<file path="src/rtl/sdpd_pkg.sv">
// Shared types for the SDRAM power-down controller.
// Assumes commands are encoded as {cs_n, ras_n, cas_n, we_n}.
package sdpd_pkg;
    typedef enum logic [1:0] {
        ST_RUN  = 2'b00,
        ST_PD   = 2'b01,
        ST_EXIT = 2'b10
    } sdpd_state_e;

    localparam logic [1:0] MODE_NONE   = 2'b00;
    localparam logic [1:0] MODE_PRECHG = 2'b01;
    localparam logic [1:0] MODE_ACTIVE = 2'b10;

    localparam logic [3:0] CMD_NOP = 4'b0111;
endpackage

</file>
<file path="src/rtl/sdpd_cycle_timer.sv">
// Cycle counter with a terminal flag. It counts while run is high and
// returns to zero while clear is high. last is high in the cycle where the
// LIMIT-th counted cycle is in progress.
// Assumes LIMIT >= 1, and that the owner clears the counter after last.
module sdpd_cycle_timer #(
    parameter int unsigned LIMIT = 4
) (
    input  logic clk,
    input  logic rst_n,
    input  logic clear,
    input  logic run,
    output logic last
);
    localparam int unsigned CW = $clog2(LIMIT + 1);

    logic [CW-1:0] cnt_q;

    // count cycles spent in the watched state
    always_ff @(posedge clk) begin
        if (!rst_n) begin
            cnt_q <= '0;
        end else if (clear) begin
            cnt_q <= '0;
        end else if (run) begin
            cnt_q <= cnt_q + 1'b1;
        end
    end

    assign last = run && (cnt_q == CW'(LIMIT - 1));
endmodule

</file>
<file path="src/rtl/sdpd_mode_class.sv">
// Classifies a power-down as precharge (all banks idle) or active (any row
// open) from the per-bank open-row flags.
// Assumes row_open is valid in the cycle in which entry is decided.
module sdpd_mode_class #(
    parameter int unsigned NUM_BANKS = 2
) (
    input  logic [NUM_BANKS-1:0] row_open,
    output logic [1:0]           mode_code
);
    import sdpd_pkg::*;

    logic [NUM_BANKS:0] any_chain;

    assign any_chain[0] = 1'b0;

    // OR chain across the banks
    for (genvar g = 0; g < NUM_BANKS; g++) begin : g_bank
        assign any_chain[g+1] = any_chain[g] | row_open[g];
    end

    // map "any row open" onto the mode code
    always_comb begin
        mode_code = any_chain[NUM_BANKS] ? MODE_ACTIVE : MODE_PRECHG;
    end
endmodule

</file>
<file path="src/rtl/sdpd_fsm.sv">
// Sequencer for the power-down controller: awake -> powered down -> exit
// NOP run -> awake. CKE is registered from the next state, so it moves at
// the same edge as the state and is high for the whole exit run, ahead of
// the first real command.
// Assumes the timers' last flags refer to the current state.
module sdpd_fsm (
    input  logic                  clk,
    input  logic                  rst_n,
    input  logic                  pd_req,
    input  logic                  wake_req,
    input  logic                  busy,
    input  logic                  res_last,
    input  logic                  exit_last,
    input  logic [1:0]            mode_in,
    output sdpd_pkg::sdpd_state_e state,
    output logic                  enter,
    output logic                  cke_q,
    output logic [1:0]            mode_q,
    output logic                  timeout_q
);
    import sdpd_pkg::*;

    sdpd_state_e state_nx;
    logic        leave_pd;

    assign enter    = (state == ST_RUN) && pd_req && !busy;
    assign leave_pd = (state == ST_PD) && (wake_req || res_last);

    // next-state decision
    always_comb begin
        state_nx = state;
        unique case (state)
            ST_RUN:  if (enter)     state_nx = ST_PD;
            ST_PD:   if (leave_pd)  state_nx = ST_EXIT;
            ST_EXIT: if (exit_last) state_nx = ST_RUN;
            default: state_nx = ST_RUN;
        endcase
    end

    // state, CKE, mode and timeout registers
    always_ff @(posedge clk) begin
        if (!rst_n) begin
            state     <= ST_RUN;
            cke_q     <= 1'b1;
            mode_q    <= MODE_NONE;
            timeout_q <= 1'b0;
        end else begin
            state     <= state_nx;
            cke_q     <= (state_nx != ST_PD);
            timeout_q <= leave_pd && res_last;
            if (enter) begin
                mode_q <= mode_in;
            end else if (leave_pd) begin
                mode_q <= MODE_NONE;
            end
        end
    end
endmodule

</file>
<file path="src/rtl/sdpd_ctrl.sv">
// SDRAM power-down controller top. Lowers CKE on request when no burst is
// running, records the power-down kind, holds NOP on the command bus while
// asleep, forces a wake-up before the refresh interval expires, and stalls
// upstream commands until the exit NOP run has finished.
// Assumes the bank tracker's busy and row-open flags are registered and
// refer to the current cycle.
module sdpd_ctrl #(
    parameter int unsigned NUM_BANKS  = 2,
    parameter int unsigned CLK_KHZ    = 100000,
    parameter int unsigned REFRESH_MS = 64,
    parameter int unsigned MARGIN_CYC = 1024,
    parameter int unsigned EXIT_NOPS  = 1
) (
    input  logic                 clk,
    input  logic                 rst_n,
    input  logic                 pd_req,
    input  logic                 wake_req,
    input  logic                 busy_i,
    input  logic [NUM_BANKS-1:0] row_open_i,
    input  logic                 cmd_req_valid,
    input  logic [3:0]           cmd_req_code,
    output logic                 cmd_req_ready,
    output logic                 cke_o,
    output logic [3:0]           cmd_o,
    output logic [1:0]           pd_mode_o,
    output logic                 timeout_o
);
    import sdpd_pkg::*;

    localparam int unsigned RES_LIMIT = CLK_KHZ * REFRESH_MS - MARGIN_CYC;

    sdpd_state_e state;
    logic        enter;
    logic        res_last;
    logic        exit_last;
    logic [1:0]  mode_code;
    logic [3:0]  cmd_q;

    sdpd_mode_class #(.NUM_BANKS(NUM_BANKS)) u_class (
        .row_open  (row_open_i),
        .mode_code (mode_code)
    );

    sdpd_cycle_timer #(.LIMIT(RES_LIMIT)) u_res_timer (
        .clk   (clk),
        .rst_n (rst_n),
        .clear (state != ST_PD),
        .run   (state == ST_PD),
        .last  (res_last)
    );

    sdpd_cycle_timer #(.LIMIT(EXIT_NOPS)) u_exit_timer (
        .clk   (clk),
        .rst_n (rst_n),
        .clear (state != ST_EXIT),
        .run   (state == ST_EXIT),
        .last  (exit_last)
    );

    sdpd_fsm u_fsm (
        .clk       (clk),
        .rst_n     (rst_n),
        .pd_req    (pd_req),
        .wake_req  (wake_req),
        .busy      (busy_i),
        .res_last  (res_last),
        .exit_last (exit_last),
        .mode_in   (mode_code),
        .state     (state),
        .enter     (enter),
        .cke_q     (cke_o),
        .mode_q    (pd_mode_o),
        .timeout_q (timeout_o)
    );

    // accept commands only while awake and not entering power-down
    assign cmd_req_ready = (state == ST_RUN) && !enter;

    // command bus register: forward accepted commands, otherwise NOP
    always_ff @(posedge clk) begin
        if (!rst_n) begin
            cmd_q <= CMD_NOP;
        end else if (cmd_req_valid && cmd_req_ready) begin
            cmd_q <= cmd_req_code;
        end else begin
            cmd_q <= CMD_NOP;
        end
    end

    assign cmd_o = cmd_q;
endmodule

</file>
<file path="config.mk">
export PLATFORM = sky130hd
export DESIGN_NAME = sdpd_ctrl
export DESIGN_NICKNAME = d
export VERILOG_FILES = /design/src/rtl/sdpd_pkg.sv /design/src/rtl/sdpd_cycle_timer.sv /design/src/rtl/sdpd_mode_class.sv /design/src/rtl/sdpd_fsm.sv /design/src/rtl/sdpd_ctrl.sv
export SDC_FILE = /design/constraint.sdc
export NUM_CORES = 1
export LEC_CHECK = 0
export ABC_AREA = 1
export BUFFER_PORTS_ARGS = -buffer_cell sky130_fd_sc_hd__buf_4
export CORE_UTILIZATION = 54
export DETAILED_ROUTE_END_ITERATION = 6
export GPL_TIMING_DRIVEN = 0
export HOLD_SLACK_MARGIN = 0.03
export PLACE_DENSITY_LB_ADDON = 0.1
export SYNTH_ARGS = -nofsm -noshare
export SYNTH_HDL_FRONTEND = slang
export SYNTH_HIERARCHICAL = 1
export SYNTH_SLANG_ARGS = --single-unit
</file>
<file path="constraint.sdc">
create_clock -name clk -period 2.95 [get_ports clk]
set_input_delay 0.59 -clock clk [delete_from_list [all_inputs] [get_ports clk]]
set_output_delay 0.59 -clock clk [all_outputs]
set_load 0.005 [all_outputs]
</file>
After elaboration in Yosys (flattened, before gate mapping) --
Cells that the tools add are included.
Storage, ports and cells: input bits 12, logic and storage cells 41, register bits 34, output and inout bits 9
Cells by class: bitwise logic cells 3, multiplexer cells 7, add/subtract/negate cells 2, reduce and logical (&&, ||, !) cells 16, eq/ne operators 6
Operator list (count):
- $add A23 B1 Y23 const B | 1
- $eq A23 B23 Y1 const B | 1
- $mux W2 | 6
- $logic_and A1 B1 Y1 | 8
- $pmux W2 S3 | 1
- $ne A2 B1 Y1 const B | 2
- $reduce_or A2 Y1 | 2
- $eq A2 B1 Y1 const B | 1
- $eq A2 B2 Y1 const B | 1
- $logic_not A1 Y1 | 2
- $logic_not A2 Y1 | 1
- $ne A2 B2 Y1 const B | 1
- $not A1 Y1 | 2
- $reduce_and A2 Y1 | 1
- $reduce_bool A2 Y1 | 1
- $add A1 B1 Y1 const B | 1
- $logic_or A1 B1 Y1 | 1
- $or A1 B1 Y1 | 1

Logic depth before layout (Yosys ltp) --
word-level depth 7, mapped depth 14, mapped depth without buffers 14

Cells and area by module --
Netlist, hierarchy kept.
Modules (own cells, without submodules):
- sdpd_cycle_timer at u_res_timer | seq. area each 460.4 µm², area each 1267.5 µm², cells each 197, times used 1
- sdpd_fsm | seq. area each 120.1 µm², area each 245.2 µm², cells each 30, times used 1
- sdpd_ctrl | seq. area each 80.1 µm², area each 178.9 µm², cells each 23, times used 1
- sdpd_cycle_timer at u_exit_timer | seq. area each 20.0 µm², area each 57.6 µm², cells each 9, times used 1
- sdpd_mode_class | seq. area each 0.0 µm², area each 15.0 µm², cells each 4, times used 1

Worst setup path before layout --
Ideal clock, no wire load.
kind reg-to-reg, start point register u_fsm.state[0], end point register u_fsm.mode_q[0], cell stages (with the launch flop) 14, arrival time 1.509 ns, required time 2.834 ns, path slack 1.324 ns, setup time 0.116 ns, buffers on the path 0, clock period less this slack 1.626 ns, cell sequence dfxtp_1 > nand2_1 > inv_1 > inv_1 > nor2_1 > nand3b_1 > nor3_1 > nand2_1 > nor2_1 > inv_1 > nand2_1 > nand2_1 > nand3_1 > a21oi_1
Between the ends: cells in the longest elaborated chain, start to end 5, elaborated cells on any way between the ends 9, those cells by class 1 x eq/ne; 1 x mux; 7 x reduce/logical
Ends and longest elaborated chain:
- start: declaration | line sdpd_fsm.sv:15 | output sdpd_pkg::sdpd_state_e state,
- start signal: assignment | line sdpd_fsm.sv:48 | state <= state_nx;
- $eq A2 B1 Y1 | line sdpd_ctrl.sv:48 | .run (state == ST_PD),
- $logic_and A1 B1 Y1 | line sdpd_cycle_timer.sv:29 | assign last = run && (cnt_q == CW'(LIMIT - 1));
- named net res_last | line sdpd_ctrl.sv:34 | logic res_last;
- $logic_or A1 B1 Y1 | line sdpd_fsm.sv:27 | assign leave_pd = (state == ST_PD) && (wake_req || res_last);
- $logic_and A1 B1 Y1 | line sdpd_fsm.sv:27
- $reduce_bool A2 Y1 (no line)
- end signal: assignment | line sdpd_fsm.sv:52 | mode_q <= mode_in;
- end: declaration | line sdpd_fsm.sv:18 | output logic [1:0] mode_q,
The timed path passes the listed nets, and every way through them passes these cells. A chain may end at the register's enable or synchronous reset.

Worst setup path after layout --
start point register u_fsm.state[1], end point output port cmd_req_ready
Between the ends: cells in the longest elaborated chain, start to end 5
Ends and longest elaborated chain:
- $logic_not A2 Y1 | line sdpd_fsm.sv:26 | assign enter = (state == ST_RUN) && pd_req && !busy;
- $logic_and A1 B1 Y1 (2 in a row) | line sdpd_fsm.sv:26
- named net enter | line sdpd_ctrl.sv:33 | logic enter;
- $logic_not A1 Y1 | line sdpd_ctrl.sv:77 | assign cmd_req_ready = (state == ST_RUN) && !enter;
- $logic_and A1 B1 Y1 | line sdpd_ctrl.sv:77
- end: declaration | line sdpd_ctrl.sv:22 | output logic cmd_req_ready,
The timed path passes the listed nets, and every way through them passes these cells.

==> impl_metrics.toml <==
[critical_path]
crit_path_start_kind = "register"
worstSetupPathType = "reg -> out"
endpoint_kind = "primary output"
critical_path_required_ns = 2.36
critical_path_arrival_ns = 1.38
worstPathMaxFanout = 6

[clock_tree]
postCtsHoldBufs = 0
cts.repair.resized = 0
clk_pin_slew_worst_paths_ns = 0.10
cts_tree = "yes"
cts_num_sinks = 34
skew_pair_late_insertion_delay_ns = 0.33
post_cts_buffers = 0
longest_clk_path_bufs = 2
cts_buffers = 5
htree_num_levels = 2
buffer_cell_driving_the_clock_tree_root = "sky130_fd_sc_hd__clkbuf_4"

[placement]
globalplace.congestion = 0.792
placed_area_mm2 = 0.00197
dp.final_hpwl_um = 2490
port_buffers = 20

[timing]
setup_viol_count_final = 0
fin_worst_skew_ns = 0.00615
timing.max_slew.rel_slack = 0.759
timing.final.hold_violations = 0
finalMaxSlewViolations = 0
setup-tns-final_ns = 0
grt_setup_unrepaired = "false"
worst_pin_slew_ns = 0.360
period_needed_ns = 1.97
max_clock_freq_mhz = 508
post-route-period-util = 0.668

[power_and_ir_drop]
power.total_mw = 0.878
power.density_cell_area_mw_per_mm2 = 428
vdd_drop_max_uv = 299
p_leak_nw = 0.843

[final_layout]
synthToLayoutAreaGrowth_pct = 16.2
final_layout_size_suffix_gt1_frac = 0.193
multi_input_logic_area_um2 = 896
n_fill_cell = 274
fin_util = 0.666
commonest_non_fill_non_tap_cell_in_the_layout = "sky130_fd_sc_hd__nand2_1"
final_nets = 303
antenna_cells = 0
most-common-layout-cells = "sky130_fd_sc_hd__nand2_1 (52), sky130_fd_sc_hd__nor2_1 (46), sky130_fd_sc_hd__inv_1 (42)"
layout.cell_area.non_filler_mm2 = 0.00205
register_area_um2 = 681

[detailed_routing]
route.vias.total = 1599
drt_drc_violations_left = 0
ant_nets = 0
drt-initial-drc-count = 62
routed_wire_length_per_instance_um = 9.63
via_per_inst = 4.79
wirelength_um = 3220
detail_route.first_pass.iterations = 4

[global_route]
grt_usage = 0.221
total_grt_overflow = 0
grt_pass1_wl_um = 5710
via_count_of_the_first_global_routing_pass = 1409
grt_start_max_net_pins = 11
antenna_found_initial = 0

[floorplanning]
start_util = 0.573
fp.dieH_um = 59.2
fp.dieW_um = 59.2
core.rowCount = 20
number_of_top_level_pins = 21
design.die.area_mm2 = 0.00350
fp.coreArea_mm2 = 0.00308

[synth]
netlist_instances = 263
yosys_warnings = 6
post_synthesis_cell_type_with_the_largest_combined_area = "sky130_fd_sc_hd__dfxtp_1"
post_synth.cell_area_avg_um2 = 6.71
synth_top_cells_by_area = "sky130_fd_sc_hd__dfxtp_1 (39%), sky130_fd_sc_hd__nand2_1 (11%), sky130_fd_sc_hd__nor2_1 (9.8%), sky130_fd_sc_hd__inv_1 (8.9%), sky130_fd_sc_hd__a21oi_1 (5.4%)"
syn-cell-area_mm2 = 0.00176
synth.ff_latch_count = 34
synth.lib_cells_used.distinct = 24
synth_sequential_area_ratio = 0.386
syn-num-nets = 276
synth.top_cell.area_share = 0.386

[job]
maxCapViolCount = 0

[status]
status = "finished, final reports clean"

[hold_path]
min_path_type = "in -> reg"
[synth_stat cells]
| master | count |
|---|---|
| sky130_fd_sc_hd__nand3b_1 | 3 |
| sky130_fd_sc_hd__inv_2 | 3 |
| sky130_fd_sc_hd__nor2_4 | 3 |
| sky130_fd_sc_hd__o21ai_0 | 7 |
| sky130_fd_sc_hd__nand4_1 | 8 |
| sky130_fd_sc_hd__buf_2 | 1 |
| sky130_fd_sc_hd__nor2_8 | 1 |
| sky130_fd_sc_hd__ha_1 | 1 |
| sky130_fd_sc_hd__dfxtp_1 | 34 |
| sky130_fd_sc_hd__nor2_2 | 8 |
| sky130_fd_sc_hd__xor2_1 | 1 |
| sky130_fd_sc_hd__nand3_1 | 16 |
| sky130_fd_sc_hd__nor3_1 | 4 |
| sky130_fd_sc_hd__nor2_1 | 46 |
| sky130_fd_sc_hd__nand3_2 | 2 |
| sky130_fd_sc_hd__nor3b_1 | 1 |
| sky130_fd_sc_hd__clkbuf_8 | 1 |
| sky130_fd_sc_hd__o21ai_2 | 1 |
| sky130_fd_sc_hd__nand2_2 | 7 |
| sky130_fd_sc_hd__inv_1 | 42 |
| sky130_fd_sc_hd__nand2_4 | 1 |
| sky130_fd_sc_hd__nand2_1 | 52 |
| sky130_fd_sc_hd__a21oi_2 | 1 |
| sky130_fd_sc_hd__a21oi_1 | 19 |
[per-stage QoR]
| step | worst slack (ns) | std cells | hold slack, ns |
|---|---|---|---|
| 2_1_floorplan | 1.32 | 263 | 0.452 |
| 3_3_place_gp | 1.03 | 327 | 0.467 |
| 3_5_place_dp | 1.02 | 327 | 0.474 |
| 4_1_cts | 0.955 | 334 | 0.438 |
| 5_1_grt | 0.733 | 334 | 0.444 |
| 6_report | 0.980 | 334 | 0.450 |
[cell type report]
cell class	instances	area share
inverter	45	0.0824
tap	44	0.0268
clock inverter	1	0.0146
multi-input combinational	182	0.437
clock buffer	6	0.0250
buffer	2	0.00915
timing repair buffer	20	0.0732
sequential	34	0.332
[sequential cells by signal (all words and copies together), names as in the netlist]
name / flops
cmd_o: 4
u_res_timer/cnt_q: 23
u_fsm/cke_q: 1
u_fsm/mode_q: 2
u_fsm/state: 2
u_exit_timer/cnt_q: 1
u_fsm/timeout_q: 1
[cells by family (layout without fill, tap and decap cells)]
family          Yosys count  after routing  share of synthesized area
xor+xnor                  1              1                    0.00497
flops                    34             34                      0.386
simple gates            152            152                      0.412
buf+inv                  47             74                      0.106
fa+ha+maj                 1              1                    0.00709
compound gates           28             28                     0.0837
[layer usage]
| layer | vias up | global-route usage | wire length (µm) |
|---|---|---|---|
| li1 | 875 | - | - |
| met1 | 683 | 0.258 | 1550 |
| met2 | 29 | 0.364 | 1430 |
| met3 | 12 | 0.0655 | 140 |
| met4 | 0 | 0.116 | 102 |
| met5 | - | 0 | 0 |
[power breakdown]
part | internal, mW | leakage, nW | switching, mW
registers | 0.465 | 0.275 | 0.00484
logic | 0.0298 | 0.524 | 0.0316
clock network | 0.197 | 0.0443 | 0.150
[worst paths after layout]
path                                    startpoint            endpoint  slack, ns  cells past startpoint
worst max register to register      u_fsm/state[0]     u_fsm/mode_q[1]       1.03                     13
worst min register to register  u_exit_timer/cnt_q  u_exit_timer/cnt_q       0.49                      2
worst max-delay path                u_fsm/state[1]       cmd_req_ready       0.98                      5
worst min-delay path               cmd_req_code[1]            cmd_o[1]       0.45                      3
[critical path: stages (launching register included)]
cell and delay, ns:
sky130_fd_sc_hd__dfxtp_1 0.49, sky130_fd_sc_hd__nor2_2 0.10, sky130_fd_sc_hd__nand3_2 0.11, sky130_fd_sc_hd__inv_1 0.06, sky130_fd_sc_hd__nor3_1 0.14, sky130_fd_sc_hd__buf_4 0.14
Note: power is estimated with default switching activity, not from simulation.
